`src/rtl/mlc_pkg.sv`:
```
package mlc_pkg;
  typedef enum logic [1:0] {
    SEQ_IDLE,
    SEQ_PCHG,
    SEQ_WAIT
  } seq_state_e;
endpackage

```
`src/rtl/mlc_therm_enc.sv`:
```
module mlc_therm_enc #(
  parameter int N = 3,
  localparam int L = 1 << N
) (
  input  logic [L-2:0] therm_i,
  output logic [N-1:0] code_o,
  output logic         bad_o
);
  logic [L-2:0] mask;

  always_comb begin
    code_o = '0;
    for (int k = 0; k < L - 1; k++) begin
      if (therm_i[k]) code_o = N'(k + 1);
    end
    for (int k = 0; k < L - 1; k++) begin
      mask[k] = (k < int'(code_o));
    end
    bad_o = (therm_i != mask);
  end


  always_comb begin
    if (!bad_o) enc_count_chk: assert (int'(code_o) == $countones(therm_i));
  end
endmodule

```
`src/rtl/mlc_bsearch.sv`:
```
module mlc_bsearch #(
  parameter int N = 3
) (
  input  logic         clk_i,
  input  logic         rst_ni,
  input  logic         init_i,
  input  logic         step_i,
  input  logic         hi_i,
  output logic [N-1:0] mid_o,
  output logic [N-1:0] lo_o
);
  logic [N-1:0] lo_q, hi_q;
  logic [N:0]   sum;

  assign sum   = {1'b0, lo_q} + {1'b0, hi_q} + (N+1)'(1);
  assign mid_o = sum[N:1];
  assign lo_o  = lo_q;

  always_ff @(posedge clk_i or negedge rst_ni) begin
    if (!rst_ni) begin
      lo_q <= '0;
      hi_q <= '1;
    end else if (init_i) begin
      lo_q <= '0;
      hi_q <= '1;
    end else if (step_i) begin
      if (hi_i) lo_q <= mid_o;
      else      hi_q <= mid_o - N'(1);
    end
  end


  lo_hi_order_chk: assert property (@(posedge clk_i) disable iff (!rst_ni)
    lo_q <= hi_q);
endmodule

```
`src/rtl/mlc_seq_ctrl.sv`:
```
module mlc_seq_ctrl
  import mlc_pkg::*;
#(
  parameter int N        = 3,
  parameter int PCHG_CYC = 2
) (
  input  logic       clk_i,
  input  logic       rst_ni,
  input  logic       go_i,
  input  logic       dual_i,
  input  logic       cmp_valid_i,
  output logic       cmp_req_o,
  output logic       stage_o,
  output logic [1:0] pchg_o,
  output logic       step_o,
  output logic       fin_o,
  output logic       busy_o
);
  localparam int SW = $clog2(N) + 1;
  localparam int PW = $clog2(PCHG_CYC + 1) + 1;

  seq_state_e    state_q;
  logic [SW-1:0] step_q;
  logic [PW-1:0] pre_q, pre_nxt;
  logic          stage_q, dual_q, last;

  assign last      = (step_q == SW'(N - 1));
  assign pre_nxt   = (pre_q < PW'(PCHG_CYC)) ? pre_q + PW'(1) : pre_q;
  assign cmp_req_o = (state_q == SEQ_WAIT);
  assign stage_o   = stage_q;
  assign step_o    = cmp_req_o && cmp_valid_i;
  assign fin_o     = step_o && last;
  assign busy_o    = (state_q != SEQ_IDLE);

  always_comb begin
    pchg_o = 2'b00;
    if (state_q == SEQ_PCHG) pchg_o[stage_q] = 1'b1;
    else if (state_q == SEQ_WAIT && dual_q && !last && pre_q < PW'(PCHG_CYC))
      pchg_o[~stage_q] = 1'b1;
  end

  always_ff @(posedge clk_i or negedge rst_ni) begin
    if (!rst_ni) begin
      state_q <= SEQ_IDLE;
      step_q  <= '0;
      pre_q   <= '0;
      stage_q <= 1'b0;
      dual_q  <= 1'b0;
    end else begin
      case (state_q)
        SEQ_IDLE: if (go_i) begin
          state_q <= SEQ_PCHG;
          step_q  <= '0;
          pre_q   <= '0;
          stage_q <= 1'b0;
          dual_q  <= dual_i;
        end
        SEQ_PCHG: begin
          if (pre_q + PW'(1) == PW'(PCHG_CYC)) begin
            state_q <= SEQ_WAIT;
            pre_q   <= '0;
          end else begin
            pre_q <= pre_q + PW'(1);
          end
        end
        SEQ_WAIT: begin
          if (cmp_valid_i) begin
            if (last) begin
              state_q <= SEQ_IDLE;
            end else begin
              step_q <= step_q + SW'(1);
              if (dual_q) begin
                stage_q <= ~stage_q;
                if (pre_nxt == PW'(PCHG_CYC)) begin
                  pre_q <= '0;
                end else begin
                  state_q <= SEQ_PCHG;
                  pre_q   <= pre_nxt;
                end
              end else begin
                state_q <= SEQ_PCHG;
                pre_q   <= '0;
              end
            end
          end else if (dual_q && !last) begin
            pre_q <= pre_nxt;
          end
        end
        default: state_q <= SEQ_IDLE;
      endcase
    end
  end


  pchg_onehot_chk: assert property (@(posedge clk_i) disable iff (!rst_ni)
    $onehot0(pchg_o));


  pchg_busy_stage_chk: assert property (@(posedge clk_i) disable iff (!rst_ni)
    cmp_req_o |-> !pchg_o[stage_o]);


  step_bound_chk: assert property (@(posedge clk_i) disable iff (!rst_ni)
    busy_o |-> step_q < SW'(N));
endmodule

```
`src/rtl/mlc_sense_ctrl.sv`:
```
module mlc_sense_ctrl #(
  parameter int N        = 3,
  parameter int PCHG_CYC = 2,
  localparam int L       = 1 << N
) (
  input  logic         clk_i,
  input  logic         rst_ni,
  input  logic         start_i,
  input  logic         par_mode_i,
  input  logic         dual_i,
  output logic         cmp_req_o,
  output logic [N-1:0] ref_idx_o,
  output logic         stage_o,
  output logic [1:0]   pchg_o,
  input  logic         cmp_valid_i,
  input  logic         cmp_hi_i,
  input  logic [L-2:0] therm_i,
  output logic         busy_o,
  output logic         done_o,
  output logic [N-1:0] data_o,
  output logic         err_o
);
  logic         go, go_par, go_seq, step, fin;
  logic [N-1:0] lo_val, enc_code, fin_val;
  logic         enc_bad;

  assign go     = start_i && !busy_o;
  assign go_par = go && par_mode_i;
  assign go_seq = go && !par_mode_i;

  mlc_seq_ctrl #(.N(N), .PCHG_CYC(PCHG_CYC)) u_ctrl (
    .clk_i      (clk_i),
    .rst_ni     (rst_ni),
    .go_i       (go_seq),
    .dual_i     (dual_i),
    .cmp_valid_i(cmp_valid_i),
    .cmp_req_o  (cmp_req_o),
    .stage_o    (stage_o),
    .pchg_o     (pchg_o),
    .step_o     (step),
    .fin_o      (fin),
    .busy_o     (busy_o)
  );

  mlc_bsearch #(.N(N)) u_search (
    .clk_i (clk_i),
    .rst_ni(rst_ni),
    .init_i(go_seq),
    .step_i(step),
    .hi_i  (cmp_hi_i),
    .mid_o (ref_idx_o),
    .lo_o  (lo_val)
  );

  mlc_therm_enc #(.N(N)) u_enc (
    .therm_i(therm_i),
    .code_o (enc_code),
    .bad_o  (enc_bad)
  );

  assign fin_val = cmp_hi_i ? ref_idx_o : lo_val;

  always_ff @(posedge clk_i or negedge rst_ni) begin
    if (!rst_ni) begin
      done_o <= 1'b0;
      data_o <= '0;
      err_o  <= 1'b0;
    end else begin
      done_o <= 1'b0;
      if (go_par) begin
        done_o <= 1'b1;
        data_o <= enc_code;
        err_o  <= enc_bad;
      end else if (fin) begin
        done_o <= 1'b1;
        data_o <= fin_val;
        err_o  <= 1'b0;
      end
    end
  end


  ref_hold_chk: assert property (@(posedge clk_i) disable iff (!rst_ni)
    cmp_req_o && !cmp_valid_i |=> $stable(ref_idx_o));


  done_idle_chk: assert property (@(posedge clk_i) disable iff (!rst_ni)
    done_o |-> !busy_o);


  par_latency_chk: assert property (@(posedge clk_i) disable iff (!rst_ni)
    start_i && par_mode_i && !busy_o |=> done_o && !busy_o);


  busy_start_chk: assert property (@(posedge clk_i) disable iff (!rst_ni)
    busy_o && !fin |=> !done_o);
endmodule

```
`config.mk`:
```
export PLATFORM = sky130hd
export DESIGN_NAME = mlc_sense_ctrl
export DESIGN_NICKNAME = d
export VERILOG_FILES = /design/src/rtl/mlc_pkg.sv /design/src/rtl/mlc_therm_enc.sv /design/src/rtl/mlc_bsearch.sv /design/src/rtl/mlc_seq_ctrl.sv /design/src/rtl/mlc_sense_ctrl.sv
export SDC_FILE = /design/constraint.sdc
export NUM_CORES = 1
export LEC_CHECK = 0
export BUFFER_PORTS_ARGS = -buffer_cell sky130_fd_sc_hd__buf_2
export CORE_ASPECT_RATIO = 2
export CORE_MARGIN = 1.5
export CORE_UTILIZATION = 50
export DETAILED_ROUTE_END_ITERATION = 6
export MAX_ROUTING_LAYER = met4
export PLACE_DENSITY = 0.76
export SLEW_MARGIN = 30
export SYNTH_ARGS = -nofsm -noshare
export SYNTH_HDL_FRONTEND = slang
export SYNTH_SLANG_ARGS = --single-unit
```
`constraint.sdc`:
```
create_clock -name clk_i -period 2.1 [get_ports clk_i]
set_input_delay 0.105 -clock clk_i [delete_from_list [all_inputs] [get_ports clk_i]]
set_output_delay 0.105 -clock clk_i [all_outputs]
set_load 0.01 [all_outputs]
```
==> metrics, run 1 <==
reg2reg start=u_ctrl.pre_q[1]; syn avg cell area=8.70 sq um; path depth of the worst reg2reg path=7; largest net degree at the start of global routing=22; Peak VDD IR=1.07 mV; Synth Cell Area=1490 sq um; CTS Buffer Depth=2; Synth Flop Type=dfrtp_1; number of iterations in the first detailed-routing pass=4; hold slack=0.0602 ns; wire per inst=14.9 um; max_cap viols=0; nets@finish=231; Detail Route Antenna Nets=0; global-route wire length before repair=5770 um; Die Ht=80.1 um; DRT iter0 DRCs=36; Routed WL=3460 um; status=completed; Slew @ Worst Pin=0.478 ns; grt total ovfl=0; Worst-path clk slew=0.07 ns; Final setup viols=0; standard-cell row count=27; gpl congestion=0.850; Root Buffer=clkbuf_8; Min Clock Period, post-route=2.01 ns; final non-filler cell total=233; via count=1346; synthesized net count=197; hold_sp=dual_i; PD cells=1490 nW/um^2; I/O pin total=27; WP data arrival=2.15 ns; cell taking the most area after synthesis=dfrtp_1; Ys Warns=0; Hold Path End=u_ctrl.dual_q; CTS sink count=21; vias in the first global route=1390; Commonest cells post-synth=18 x dfrtp_1, 17 x inv_1, 16 x nand2_1; Pleak=0.855 nW; flops & latches, synth=21; Cell Count Post-Placement=227; top cell type's share of synthesized area=0.303; Total Routing Usage GR=0.227; most numerous cell in the Yosys netlist=dfrtp_1; Clk Latency, worst-skew pair=0.26 ns; CP Max Fanout=3; residual DRC count=0; FFs w/ async S/R, synth=1.00; total die area=3330 sq um; DP HPWL=2740 um; CTS tree=done; Post-synth EDFFs=0; Hold Path Cell Cnt=3; Hold Crit Class=in -> reg; Worst Path Required=2.24 ns; count of cell types in the netlist=46; Critical Path Sink Type=flop; sequential cell area fraction in the yosys report=0.356; final hold vios=0; Setup Skew=0.00233 ns; Via density=5.78; initial antenna violation count=0; Syn-to-layout area delta=19.8%; max-slew violation count=0; Relative slew margins=0.682; H-tree depth=1; RSZ-0062 raised after global routing=false; CP startpoint kind=flop; layout cells sized above 1=0.265; die width=41.6 um; Initial Util=0.531; Setup CP Type=reg -> reg; Core Box Area=2800 sq um; internal reg-to-reg setup slack=0.09 ns; Antenna diodes=0; Final period util=0.955; CTS Buf Count=3; Fmax=499 MHz; top cells by area, synth=dfrtp_1 30%, ha_1 9.3%, dfstp_2 5.3%; RR Endpoint=u_ctrl.state_q[1]; Post-Syn Instances=171; IO buf count=26
## area by class of cell
cell class,count,area (sq um)
fillers,260,1020
multi-input cells,127,906
flip-flops and latches,21,531
repair buffers,35,200
inverters,17,63.8
clock buffers,4,45.0
well taps,29,36.3
## power by group
part / switching (mW) / leakage (nW) / total, mW / internal [mW]
clock: 0.127 / 0.0228 / 0.263 / 0.135
sequential: 0.146 / 0.260 / 0.731 / 0.585
combinational: 0.923 / 0.573 / 1.66 / 0.736
total: 1.20 / 0.855 / 2.65 / 1.46
## worst max path at each step
stage	start	endpoint	slack, ns
2_1_floorplan	u_ctrl.pre_q[1]	u_ctrl.state_q[0]	0.13
3_3_place_gp	u_ctrl.pre_q[1]	u_ctrl.state_q[0]	0.06
3_5_place_dp	u_ctrl.pre_q[1]	u_ctrl.state_q[1]	-0.05
4_1_cts	u_ctrl.pre_q[1]	u_ctrl.state_q[1]	0.04
5_1_grt	u_ctrl.pre_q[1]	u_ctrl.state_q[1]	0.005
6_report	u_ctrl.pre_q[1]	u_ctrl.state_q[1]	0.09
## cells in the final DEF (no fill, tap or decap), types with 7 or more instances in the layout
master and count:
nor2_1 12, a21oi_1 11, o21ai_0 14, ha_1 10, inv_1 16, buf_4 8
nand2b_1 7, nand2_1 16, dfrtp_1 17, buf_2 26
## through the flow
step | cell area [sq um] | setup TNS [ns] | worst slack (ns) | power (mW) | util
floorplan | 1490 | 0 | 0.127 | 1.77 | -
global placement | 1680 | 0 | 0.0631 | 2.22 | 0.600
detailed placement | 1680 | -0.0887 | -0.0462 | 2.30 | 0.600
CTS | 1750 | 0 | 0.0355 | 2.59 | 0.622
global route | 1780 | 0 | 0.00495 | 2.87 | 0.635
finish | 1780 | 0 | 0.0941 | 2.65 | 0.635
## critical path, cell delays in order, from the launching register on
cell and delay [ns]:
dfrtp_2 0.43, inv_2 0.09, ha_4 0.21, or4b_4 0.50, a21oi_4 0.17, nand2b_1 0.08, nand3b_2 0.09, mux2_1 0.32
## kinds of logic (layout without fill, tap and decap cells)
family,Yosys count,count (layout),synth area share
mux,7,7,0.0488
buf+inv,23,56,0.0597
simple gates,55,55,0.185
flops,21,21,0.356
compound gates,49,49,0.221
xor+xnor,4,4,0.0236
fa+ha+maj,12,12,0.106
## layer usage
metal | track usage | part of all wire | up-vias | wire (um)
li1 | - | - | 660 | -
met1 | 0.237 | 0.40 | 642 | 1370
met2 | 0.425 | 0.56 | 35 | 1950
met3 | 0.0180 | 0.023 | 9 | 79
met4 | 0.0935 | 0.018 | 0 | 61
met5 | - | 0 | - | 0
## state kept, by name (all words and copies together) (netlist names)
signal	flops
u_ctrl.stage_o	1
u_search.lo_o	3
err_o	1
u_ctrl.step_q	3
u_search.hi_q	3
done_o	1
u_ctrl.dual_q	1
data_o	3
u_ctrl.state_q	2
u_ctrl.pre_q	3
## timing repair
item / 4_1_cts / 5_1_grt
hold buffers: 1 / 0
endpoints found under the setup margin: 2 / 5
pin swaps: 0 / 1
gates resized for setup: 1 / 6
setup buffers: 1 / 0
hold endpoints to repair: 18 / 0
gates cloned: 0 / 0
No activity file was read; power rests on OpenSTA's default activity.
==> run 2: changes to the inputs <==
--- a/config.mk
+++ b/config.mk
@@ -7,7 +7,6 @@
 export LEC_CHECK = 0
 export BUFFER_PORTS_ARGS = -buffer_cell sky130_fd_sc_hd__buf_2
 export CORE_ASPECT_RATIO = 2
-export CORE_MARGIN = 1.5
 export CORE_UTILIZATION = 50
 export DETAILED_ROUTE_END_ITERATION = 6
 export MAX_ROUTING_LAYER = met4
==> run 2 against run 1 <==
  * Setup slack got worse by 0.042 ns
  * Utilization down 0.40 points
  * First-iteration DRC count decreased by 56%
  * Register-to-register slack worse by 0.04 ns
  * Sequential power decreased by 0.7%
  * Die area decreased by 3.6%
  * Maximum frequency decreased by 2.0%
==> metrics, run 2 (synthesis results as in run 1) <==
global-route wire length before repair=5760 um (-0.12%); max_cap viols=0 (unchanged); RR Endpoint=u_ctrl.state_q[1]; crit path launch=u_ctrl.pre_q[0]; WP data arrival=2.19 ns (+0.04 ns); Total Routing Usage GR=0.256 (+0.0291); DRT iter0 DRCs=16 (-56%); largest net degree at the start of global routing=22 (unchanged); layout cells sized above 1=0.255 (-0.00980); Final period util=0.975 (+0.0200); Slew @ Worst Pin=0.499 ns (+0.0212 ns); path depth of the worst reg2reg path=6 (-1); Pleak=0.852 nW (-0.41%); CP Max Fanout=6 (+3); grt met2 use=0.457 (+0.0321); Detail Route Antenna Nets=0 (unchanged); internal reg-to-reg setup slack=0.05 ns (-0.04 ns); status=completed; residual DRC count=0 (unchanged); Relative slew margins=0.667 (-0.0142); fillers=256 (-1.5%); CTS sink count=21 (unchanged); reg2reg start=u_ctrl.pre_q[0]; Fmax=488 MHz (-2.0%); most frequent cells in the layout=26 x buf_2, 17 x inv_1, 17 x dfrtp_1; standard-cell row count=27 (unchanged); CTS Buffer Depth=2 (unchanged); Critical Path End=u_ctrl.state_q[1]; I/O pin total=27 (unchanged); Critical Path Sink Type=flop; grt total ovfl=0 (unchanged); Min Clock Period, post-route=2.05 ns (+0.0419 ns); Setup TNS=0 ns (unchanged); Root Buffer=clkbuf_8; Initial Util=0.531 (unchanged); Setup CP Type=reg -> reg; Syn-to-layout area delta=19.0%; CTS tree=done; initial antenna violation count=0 (unchanged); Via density=5.87 (+1.6%); met1 global-route usage=0.278 (+0.0417); Peak VDD IR=0.962 mV (-10%); die width=40.6 um (-2.4%); H-tree depth=1 (unchanged); met3 usage=0.0168 (-0.00122); PD cells=1490 nW/um^2 (+0.37%); Setup Skew=0.00226 ns (-0.0000735 ns); Worst Path Required=2.24 ns (about the same); dpl cell area=1670 sq um (-0.89%); number of iterations in the first detailed-routing pass=4 (unchanged); fin area=1770 sq um (-0.63%); Worst-path clk slew=0.08 ns (about the same); Die Ht=79.1 um (-1.2%); Sequential cell area=531 sq um (unchanged); Antenna diodes=0 (unchanged); via count=1367 (+1.6%); nets@finish=231 (unchanged); final hold vios=0 (unchanged); Hold Crit Class=in -> reg; CTS Buf Count=3 (unchanged); gpl congestion=0.773 (-9.1%); Hold Path Cell Cnt=3 (unchanged); Core Box Area=2800 sq um (unchanged); IO buf count=26 (unchanged); Most Crowded Layer GR=met2; wire per inst=14.8 um (-0.52%); DP HPWL=2720 um (-0.68%); commonest non-fill, non-tap cell in the layout=buf_2; Clk Latency, worst-skew pair=0.26 ns (about the same); max-slew violation count=0 (unchanged); CP startpoint kind=flop; Total Power=2.65 mW (-0.27%); Routed WL=3450 um (-0.52%); hold_sp=dual_i; vias in the first global route=1378 (-0.86%); Multi-input gate area=895 sq um (-1.2%); Final setup viols=0 (unchanged); total die area=3210 sq um (-3.6%)
==> run 2: changes by cell type in the layout (fill, tap and decap cells not counted) <==
cell,before,now
inv_2,1,0
a21oi_4,1,0
inv_1,16,17
or4b_4,1,0
or4b_1,0,1
a21oi_2,1,2
==> run 2: area by class of cell <==
| cell class | instances | area share |
|---|---|---|
| clock buffer | 4 | 0.0254 |
| tap | 29 | 0.0205 |
| timing repair buffer | 35 | 0.113 |
| sequential | 21 | 0.300 |
| multi-input combinational | 127 | 0.505 |
| inverter | 17 | 0.0360 |
==> run 2: timing repair <==
| item | 4_1_cts | 5_1_grt |
|---|---|---|
| setup endpoints to repair | 2 | 5 |
| gates resized for setup | 0 | 5 |
| endpoints found under the hold margin | 18 | 0 |
| buffers inserted | 2 | 1 |
| hold buffers | 1 | 0 |
==> run 2: power breakdown <==
part	total (mW)	internal [mW]	switching (mW)
clock network	0.265	0.135	0.130
logic	1.65	0.727	0.928
registers	0.726	0.584	0.142
==> run 2: critical path, cell delays in order, from the launching register on <==
cell and delay [ns]:
dfrtp_2 0.45, ha_1 0.34, or4b_1 0.49, a21oi_2 0.15, nand2b_1 0.08, nand3b_2 0.09, mux2_1 0.33
==> run 2: worst min path at each step <==
stage	endpoint	slack, ns
6_report	u_ctrl.dual_q	0.07
3_5_place_dp	u_ctrl.pre_q[0]	0.10
3_3_place_gp	u_ctrl.state_q[1]	0.09
2_1_floorplan	data_o[0]	-0.19
5_1_grt	u_ctrl.dual_q	0.09
4_1_cts	u_ctrl.dual_q	0.06
==> run 2: stage by stage <==
stage	util	instances	hold slack (ns)	setup slack, ns
5_1_grt	0.631	233	0.0942	-0.00324
3_3_place_gp	0.594	225	0.0851	0.0681
2_1_floorplan	-	171	-0.191	0.127
3_5_place_dp	0.594	225	0.102	-0.0111
6_report	0.631	233	0.0666	0.0522
4_1_cts	0.619	232	0.0580	0.0354
==> run 2: metal layers <==
metal,vias up,share of wire
li1,664,-
met1,652,0.38
met2,45,0.58
met3,6,0.029
met4,0,0.012
met5,-,0
